### config.mk
export PLATFORM = sky130hd
export DESIGN_NAME = rtc_compare_core
export DESIGN_NICKNAME = d
export VERILOG_FILES = /design/src/rtl/rtcc_pkg.sv /design/src/rtl/rtcc_regfile.sv /design/src/rtl/rtcc_counter.sv /design/src/rtl/rtcc_match.sv /design/src/rtl/rtc_compare_core.sv
export SDC_FILE = /design/constraint.sdc
export NUM_CORES = 1
export LEC_CHECK = 0
export BUFFER_PORTS_ARGS = -buffer_cell sky130_fd_sc_hd__clkbuf_2
export CELL_PAD_IN_SITES_DETAIL_PLACEMENT = 0
export CELL_PAD_IN_SITES_GLOBAL_PLACEMENT = 2
export CORE_AREA = 2 2 193 195
export CTS_CLUSTER_DIAMETER = 200
export DETAILED_ROUTE_END_ITERATION = 10
export DIE_AREA = 0 0 195 197
export PLACE_DENSITY_LB_ADDON = 0.1
export SYNTH_ARGS = -nofsm -noshare
export SYNTH_HDL_FRONTEND = slang
export SYNTH_SLANG_ARGS = --single-unit
### constraint.sdc
create_clock -name clk -period 8.6 [get_ports clk]
set_clock_uncertainty 0.1 [all_clocks]
set_input_delay 0.86 -clock clk [delete_from_list [all_inputs] [get_ports clk]]
set_output_delay 0.86 -clock clk [all_outputs]
set_load 0.1 [all_outputs]
### src/rtl/rtcc_pkg.sv
package rtcc_pkg;
    localparam int CNT_W        = 32;
    localparam int HALF_W       = 16;
    localparam int NUM_CMP      = 6;
    localparam int NUM_CMP_WIDE = 4;
    localparam int FLAG_W       = NUM_CMP + 1;
    localparam int ADDR_W       = 4;

    localparam logic [ADDR_W-1:0] A_CTRL   = 4'd0;
    localparam logic [ADDR_W-1:0] A_COUNT  = 4'd1;
    localparam logic [ADDR_W-1:0] A_PERIOD = 4'd2;
    localparam logic [ADDR_W-1:0] A_EVCTL  = 4'd3;
    localparam logic [ADDR_W-1:0] A_FLAGS  = 4'd4;
    localparam logic [ADDR_W-1:0] A_CMP0   = 4'd8;

    typedef enum logic {
        MODE_16 = 1'b0,
        MODE_32 = 1'b1
    } cnt_mode_e;

    typedef struct packed {
        logic      clr_on_match;
        cnt_mode_e mode;
    } ctrl_t;

    function automatic logic [CNT_W-1:0] widen16(input logic [HALF_W-1:0] v);
        return {{(CNT_W-HALF_W){1'b0}}, v};
    endfunction

    function automatic int active_channels(input cnt_mode_e m);
        return (m == MODE_32) ? NUM_CMP_WIDE : NUM_CMP;
    endfunction
endpackage

### src/rtl/rtcc_regfile.sv
module rtcc_regfile
    import rtcc_pkg::*;
(
    input  logic                  clk,
    input  logic                  rst,
    input  logic                  wr_en,
    input  logic [ADDR_W-1:0]     wr_addr,
    input  logic [CNT_W-1:0]      wr_data,
    output ctrl_t                 ctrl_o,
    output logic [HALF_W-1:0]     period_o,
    output logic [FLAG_W-1:0]     evmask_o,
    output logic [CNT_W-1:0]      cmp_o [NUM_CMP]
);
    always_ff @(posedge clk) begin
        if (rst) begin
            ctrl_o   <= '{clr_on_match: 1'b0, mode: MODE_32};
            period_o <= '1;
            evmask_o <= '0;
        end else if (wr_en) begin
            if (wr_addr == A_CTRL) begin
                ctrl_o.mode         <= cnt_mode_e'(wr_data[0]);
                ctrl_o.clr_on_match <= wr_data[1];
            end
            if (wr_addr == A_PERIOD) period_o <= wr_data[HALF_W-1:0];
            if (wr_addr == A_EVCTL)  evmask_o <= wr_data[FLAG_W-1:0];
        end
    end

    for (genvar i = 0; i < NUM_CMP; i++) begin : g_cmp
        localparam logic [ADDR_W-1:0] MY_ADDR = A_CMP0 + ADDR_W'(i);
        always_ff @(posedge clk) begin
            if (rst)                              cmp_o[i] <= '0;
            else if (wr_en && wr_addr == MY_ADDR) cmp_o[i] <= wr_data;
        end
    end
endmodule

### src/rtl/rtcc_counter.sv
module rtcc_counter
    import rtcc_pkg::*;
(
    input  logic              clk,
    input  logic              rst,
    input  logic              adv,
    input  logic              load,
    input  logic [CNT_W-1:0]  load_val,
    input  ctrl_t             ctrl,
    input  logic [HALF_W-1:0] period,
    input  logic [CNT_W-1:0]  cmp0,
    output logic [CNT_W-1:0]  cnt_view,
    output logic [CNT_W-1:0]  nxt,
    output logic              wrap_ovf
);
    logic [CNT_W-1:0]  cnt_q;
    logic [HALF_W-1:0] low;
    logic              top16, max32, hit0;

    assign low = cnt_q[HALF_W-1:0];

    always_comb begin
        top16 = (low == period) || (low == '1);
        max32 = (cnt_q == '1);
        hit0  = ctrl.clr_on_match && (cnt_q == cmp0);
        if (ctrl.mode == MODE_16) begin
            nxt      = top16 ? '0 : widen16(low + 1'b1);
            wrap_ovf = top16;
        end else begin
            nxt      = (max32 || hit0) ? '0 : cnt_q + 1'b1;
            wrap_ovf = max32;
        end
    end

    always_ff @(posedge clk) begin
        if (rst)       cnt_q <= '0;
        else if (load) cnt_q <= (ctrl.mode == MODE_32) ? load_val : widen16(load_val[HALF_W-1:0]);
        else if (adv)  cnt_q <= nxt;
    end

    assign cnt_view = (ctrl.mode == MODE_32) ? cnt_q : widen16(low);
endmodule

### src/rtl/rtcc_match.sv
module rtcc_match
    import rtcc_pkg::*;
(
    input  logic             adv,
    input  cnt_mode_e        mode,
    input  logic [CNT_W-1:0] nxt,
    input  logic [CNT_W-1:0] cmp [NUM_CMP],
    output logic [NUM_CMP-1:0] hit
);
    for (genvar i = 0; i < NUM_CMP; i++) begin : g_ch
        logic active, eq;
        always_comb begin
            active = (i < active_channels(mode));
            eq     = (mode == MODE_32) ? (nxt == cmp[i])
                                       : (nxt[HALF_W-1:0] == cmp[i][HALF_W-1:0]);
            hit[i] = adv && active && eq;
        end
    end
endmodule

### src/rtl/rtc_compare_core.sv
module rtc_compare_core
    import rtcc_pkg::*;
(
    input  logic              clk,
    input  logic              rst,
    input  logic              tick_en,
    input  logic              wr_en,
    input  logic [3:0]        wr_addr,
    input  logic [31:0]       wr_data,
    output logic [31:0]       count_o,
    output logic [6:0]        flags_o,
    output logic [6:0]        evt_o
);
    ctrl_t              ctrl;
    logic [HALF_W-1:0]  period;
    logic [FLAG_W-1:0]  evmask;
    logic [CNT_W-1:0]   cmp [NUM_CMP];
    logic [CNT_W-1:0]   nxt;
    logic               wrap_ovf, load, adv, mode32;
    logic [NUM_CMP-1:0] hit;
    logic [FLAG_W-1:0]  set_v, clr_v, flags_q, evt_q;

    assign load   = wr_en && (wr_addr == A_COUNT);
    assign adv    = tick_en && !load;
    assign mode32 = (ctrl.mode == MODE_32);

    rtcc_regfile u_regs (
        .clk(clk), .rst(rst), .wr_en(wr_en), .wr_addr(wr_addr), .wr_data(wr_data),
        .ctrl_o(ctrl), .period_o(period), .evmask_o(evmask), .cmp_o(cmp)
    );

    rtcc_counter u_cnt (
        .clk(clk), .rst(rst), .adv(adv), .load(load), .load_val(wr_data),
        .ctrl(ctrl), .period(period), .cmp0(cmp[0]),
        .cnt_view(count_o), .nxt(nxt), .wrap_ovf(wrap_ovf)
    );

    rtcc_match u_match (
        .adv(adv), .mode(ctrl.mode), .nxt(nxt), .cmp(cmp), .hit(hit)
    );

    assign set_v = {hit, adv && wrap_ovf};
    assign clr_v = (wr_en && wr_addr == A_FLAGS) ? wr_data[FLAG_W-1:0] : '0;

    always_ff @(posedge clk) begin
        if (rst) begin
            flags_q <= '0;
            evt_q   <= '0;
        end else begin
            flags_q <= (flags_q & ~clr_v) | set_v;
            evt_q   <= set_v & evmask;
        end
    end

    assign flags_o = flags_q;
    assign evt_o   = evt_q;
endmodule

# After elaboration in Yosys (flattened, before gate mapping)
# Index checks and enable logic that the tools add are counted.
[classes]
add_sub_neg = 2
n_mul = 0
div = 0
n_lt_le_gt_ge = 6
eq_ne = 26
n_shift = 0
mux = 16
bitwise = 4
reduce_logical = 31
[ops]
columns = ["cell", "count"]
rows = [
  ["32-bit equality test", 7],
  ["32-bit two-way mux", 6],
  ["16-bit equality test", 7],
  ["3-bit by 32-bit < comparator with 1-bit output, first input constant", 2],
  ["4-bit by 32-bit < comparator with 1-bit output, first input constant", 2],
  ["32-bit by 1-bit adder with 32-bit output, second input constant", 1],
  ["32-bit equality test, second input constant", 1],
  ["4-bit equality test, second input constant", 6],
  ["1-bit logical AND", 23],
  ["16-bit by 1-bit adder with 16-bit output, second input constant", 1],
  ["16-bit equality test, second input constant", 1],
  ["16-bit two-way mux", 1],
  ["7-bit bitwise AND", 2],
  ["4-bit by 2-bit equality test with 1-bit output, second input constant", 2],
  ["1-bit two-way mux", 7],
  ["7-bit two-way mux", 1],
  ["7-bit inverter", 1],
  ["7-bit bitwise OR", 1],
  ["1-bit by 3-bit < comparator with 1-bit output, first input constant", 2],
  ["2-bit AND reduction", 3],
  ["4-bit by 1-bit equality test with 1-bit output, second input constant", 1],
  ["4-bit by 3-bit equality test with 1-bit output, second input constant", 1],
  ["4-bit zero test", 1],
  ["1-bit logical OR", 2],
  ["3 further kinds", 3],
]
[totals]
reg_bits = 263
latch_bits = 0
ramBits = 0
romBits = 0
inputBits = 40
output_inout_bits = 46
word_cells = 98
memories = 0

# Depth between registers and ports, before layout
[depth]
ltp_word = 9
ltp_mapped = 13
depth_no_buf = 10

# Cells and area by module
# A second synthesis with hierarchy kept.
[unflattened]
cells_unflattened = 1558
area_unflattened_um2 = 14505.2
[by_module_without_submodules]
columns = ["module", "instances", "cells_each", "area_per_inst_um2", "seq_area_each_um2"]
rows = [
  ["rtcc_regfile", 1, 767, 8456.9, 4344.2],
  ["rtcc_counter", 1, 486, 3517.1, 640.6],
  ["rtcc_match", 1, 249, 1951.9, 0.0],
  ["rtc_compare_core", 1, 56, 579.3, 280.3],
]

# Least setup slack after synthesis
# Ideal clock, no wire load.
[synth_path]
path_type = "flip-flop to flip-flop"
startpoint = "reg u_cnt.cnt_q[1]"
endpoint = "reg evt_q[1], in the netlist evt_o[1]"
setup_time_ns = 0.073
arrival_ns = 3.161
slack_ns = 5.266
path_stages_with_launch = 12
path_buffers = 1
period_less_slack_ns = 3.334
cell_sequence = "dfxtp_1 ha_1 and3_1 buf_2 nand4_1 o21ai_0 and2_1 a211oi_1 o32a_1 or4_1 o41a_1 nor3b_2"
[synth_between]
elab_chain_len = 9
[synth_lines]
columns = ["item", "line_no", "text"]
rows = [
  ["from (decl)", "rtcc_counter.sv:16", "logic [CNT_W-1:0] cnt_q;"],
  ["from (signal assigned)", "rtcc_counter.sv:37", "else if (load) cnt_q <= (ctrl.mode == MODE_32) ? load_val : widen16(load_val[HALF_W-1:0]);"],
  ["from (signal assigned)", "rtcc_counter.sv:38", "else if (adv) cnt_q <= nxt;"],
  ["branches (longest 4 deep; another with 32-bit by 1-bit adder with 32-bit output)", "-", ""],
  ["32-bit two-way mux *", "rtcc_counter.sv:26", "if (ctrl.mode == MODE_16) begin"],
  ["32-bit equality test / 16-bit equality test (equally long branches)", "rtcc_match.sv:14, rtcc_match.sv:15", ""],
  ["1-bit two-way mux *", "rtcc_match.sv:14", "eq = (mode == MODE_32) ? (nxt == cmp[i])"],
  ["1-bit logical AND *", "rtcc_match.sv:16", "hit[i] = adv && active && eq;"],
  ["7-bit bitwise AND *", "rtc_compare_core.sv:51", "evt_q <= set_v & evmask;"],
  ["to (signal assigned)", "rtc_compare_core.sv:51", ""],
  ["to (decl)", "rtc_compare_core.sv:21", "logic [FLAG_W-1:0] set_v, clr_v, flags_q, evt_q;"],
]
# Every way passes the cells marked *.
# A chain may end at the register's enable or synchronous reset.

# Worst setup path after layout
[layout_path]
startpoint = "reg u_cnt.cnt_q[0]"
endpoint = "reg evt_q[3], in the netlist evt_o[3]"
# Same word-level chain as after synthesis.

==> run_results.csv <==
group,metric,value,unit
worst_setup_path,cp_slowest_cell,"a2111oi_0",
routing,drc,0,
clocking,cts.reportedPaths.clkPinSlew,60,ps
sta,fmax,208.8,MHz
die,pin_count,86,
run_status,status,"complete, no violations",
worst_setup_path,cpPeakStageDelay,670,ps
routing,totalWireLength,60.54,mm
worst_setup_path,start_kind,"flip-flop",
pwr,leakage,5.478,nW
synthesis,synth_edf_count,0,
global_route,grt_max_degree,89,
clocking,cts_tree,"built",
worst_setup_path,ff2ff_setup_slack,3810,ps
worst_setup_path,r2r-start,"u_cnt.cnt_q[0]$_SDFFE_PP0P_",
routing,vias_per_cell,5.988,
clocking,root_buffer,"clkbuf_16",
worst_setup_path,cp_common_cell,"buf_4",
sta,maxSlewHeadroom,0.1458,
finish,multi_input_area,0.008461,mm²
pwr,peakVddDrop,0.1668,mV
finish,drive_gt1_frac,0.1102,
clocking,htree_num_levels,1,
synthesis,syn_area_per_cell,7.402,µm²
die,dieHeight,197,µm
synthesis,ys_seq_area_frac,0.3304,
worst_setup_path,reg2reg_to,"evt_o[3]$_SDFF_PP0_",
worst_hold_path,hp-start,"u_regs.evmask_o[5]$_SDFFE_PP0P_",
finish,diodes,0,
global_route,grt_first_pass_wirelength,88.82,mm
die,dieArea,0.03842,mm²
worst_hold_path,hold_depth,2,
sta,setup_violations,0,
worst_setup_path,critPathKind,"reg -> reg",
finish,fin_nets,1898,
worst_setup_path,worstSetupEndpointType,"flip-flop",
worst_setup_path,rr_worst_depth,11,
finish,area_growth,10.15,%
synthesis,ys_ff_latch,231,
worst_setup_path,worstPathRequired,9010,ps
synthesis,ys_async_sr_fraction,0,
sta,rsz0062_at_grt,"no",
worst_setup_path,critPathArrivalTime,5200,ps
synthesis,ys_warn_count,0,
sta,finalMaxSlewViolations,0,
global_route,grtUsageTotal,0.3088,
place,hpwl,42.23,mm
synthesis,ys.flop_type,"dfxtp_1",
sta,hold_ws,329.6,ps
clocking,cts_made_buffers,28,
finish,regArea,0.004624,mm²
global_route,grt-ovfl-total,0,
sta,worst_pin_slew,1272,ps
clocking,numClockSinks,231,
die,coreArea,0.03626,mm²
sta,min_period_over_period,0.5570,
routing,first_pass_iters,5,
die,fp.dieW,195,µm
routing,wl_per_cell,25.80,µm
die,rows,70,
global_route,antenna_found_initial,0,
pwr,powerDensity,174.2,mW/mm²
worst_hold_path,hold_end,"evt_o[5]$_SDFF_PP0_",
sta,fin_tns_setup,0,ps
clocking,clock_path_buffers,3,
synthesis,synth_cells,1891,
worst_setup_path,cp_max_fo,39,
finish,final_cell_mix,"nand2_1, dfxtp_1, a21oi_1, nor2_1, clkbuf_2",
clocking,cts_setup_buffers,0,
routing,drtIter0Drc,1307,
die,initial_core_util,0.3860,
finish,nFillCells,3844,
sta,fin_crit,4790,ps
routing,ant_nets,0,
synthesis,synthDistinctLibCells,85,
synthesis,syn_area,0.01400,mm²
global_route,grt_pass1_vias,12930,
clocking,postCtsHoldBufs,0,
job,cap_violations,0,
worst_setup_path,cp_cell_sequence,"buf_4 -> ha_1 -> and3_1 -> nand4_1 -> o31ai_4 -> buf_4 -> or2_2 -> o21ai_0 -> a2111oi_0 -> a41oi_1 -> nor3b_1",
place,place.gp.congestion,0.9473,
routing,num_vias,14050,
sta,finalHoldViolCount,0,
clocking,clock_latency,590,ps
place,portBuffers,85,
worst_hold_path,hold_path.class,"reg -> reg",
finish,layout_commonest_cell,"nand2_1",
clocking,ctsResizeCount,0,
synthesis,synth_nets,1932,
critical path, delay by kind of cell (launching register included):
family | cells | cell delay (ps)
flops | 1 | 300
simple gates | 4 | 1670
fa+ha+maj | 1 | 330
compound gates | 4 | 1520
buf+inv | 2 | 730
synth_stat cells, types with 16 or more instances:
cell type,instances,share of area
dfxtp_1,231,0.33
o22ai_1,21,0.0094
a22oi_1,16,0.0086
a211oi_1,31,0.017
clkbuf_1,115,0.031
xor2_1,68,0.043
nor4_1,45,0.020
nor2_1,95,0.025
xnor2_1,46,0.029
o21ai_0,56,0.020
a31oi_1,24,0.011
nand3_1,64,0.023
nand2_1,444,0.12
nor3_1,53,0.019
buf_4,28,0.015
nand4_1,20,0.0089
a21oi_1,201,0.072
and2_1,18,0.0080
cell families (layout without fill, tap and decap cells):
| logic type | Yosys count | in the layout | synth area share |
|---|---|---|---|
| and+or+nand+nor | 846 | 846 | 0.2854 |
| AOI/OAI and AO/OA | 474 | 474 | 0.2132 |
| DFF | 231 | 231 | 0.3304 |
| buffers and inverters | 201 | 189 | 0.06937 |
| xor gates and xnor gates | 128 | 128 | 0.09359 |
| muxes | 10 | 10 | 0.007151 |
| adders and majority gates | 1 | 1 | 0.0008938 |
layer usage:
layer  wire length, µm  GRT usage
met2             29080     0.5316
met3              3036    0.03063
met5                 0          0
met1             26090     0.4034
met4              2338     0.1088
where the power goes:
part	switching, mW	internal (mW)	total (mW)
clock network	0.512	0.762	1.27
logic	0.215	0.0835	0.299
registers	0.0265	1.09	1.11
through the flow:
stage	area [µm²]	utilization	std cells	power (mW)	setup WS, ps
after floorplan	14000	-	1891	1.324	5266
after global placement	14430	0.3978	2295	1.432	4098
after detailed placement	14430	0.3978	2295	1.433	3939
after CTS	15420	0.4252	2347	2.710	3925
after global routing	15420	0.4252	2347	2.771	3516
final	15420	0.4252	2347	2.686	3810
how the worst max path moves through the flow:
stage	from	endpoint	slack [ps]
after floorplan	u_cnt.cnt_q[1]$_SDFFE_PP0P_	evt_o[1]$_SDFF_PP0_	5270
after global placement	u_cnt.cnt_q[0]$_SDFFE_PP0P_	evt_o[5]$_SDFF_PP0_	4100
after detailed placement	u_cnt.cnt_q[0]$_SDFFE_PP0P_	evt_o[3]$_SDFF_PP0_	3940
after CTS	u_cnt.cnt_q[0]$_SDFFE_PP0P_	evt_o[3]$_SDFF_PP0_	3930
after global routing	u_cnt.cnt_q[0]$_SDFFE_PP0P_	evt_o[3]$_SDFF_PP0_	3520
final	u_cnt.cnt_q[0]$_SDFFE_PP0P_	evt_o[3]$_SDFF_PP0_	3810
final cells by class:
| type | instances | share of cell area |
|---|---|---|
| inverter | 18 | 0.004382 |
| tap | 468 | 0.03798 |
| sequential | 231 | 0.2999 |
| multi-input combinational | 1459 | 0.5487 |
| clock buffer | 35 | 0.05039 |
| clock inverter | 17 | 0.01404 |
| timing repair buffer | 119 | 0.04455 |
flip-flops by register name (all words and copies together) (netlist names):
signal,count
evt_o,7
flags_o,7
u_cnt.cnt_q,32
u_regs.cmp_o,160
u_regs.ctrl_o,2
u_regs.evmask_o,7
u_regs.period_o,16
Power figures use the tool's default switching activity.
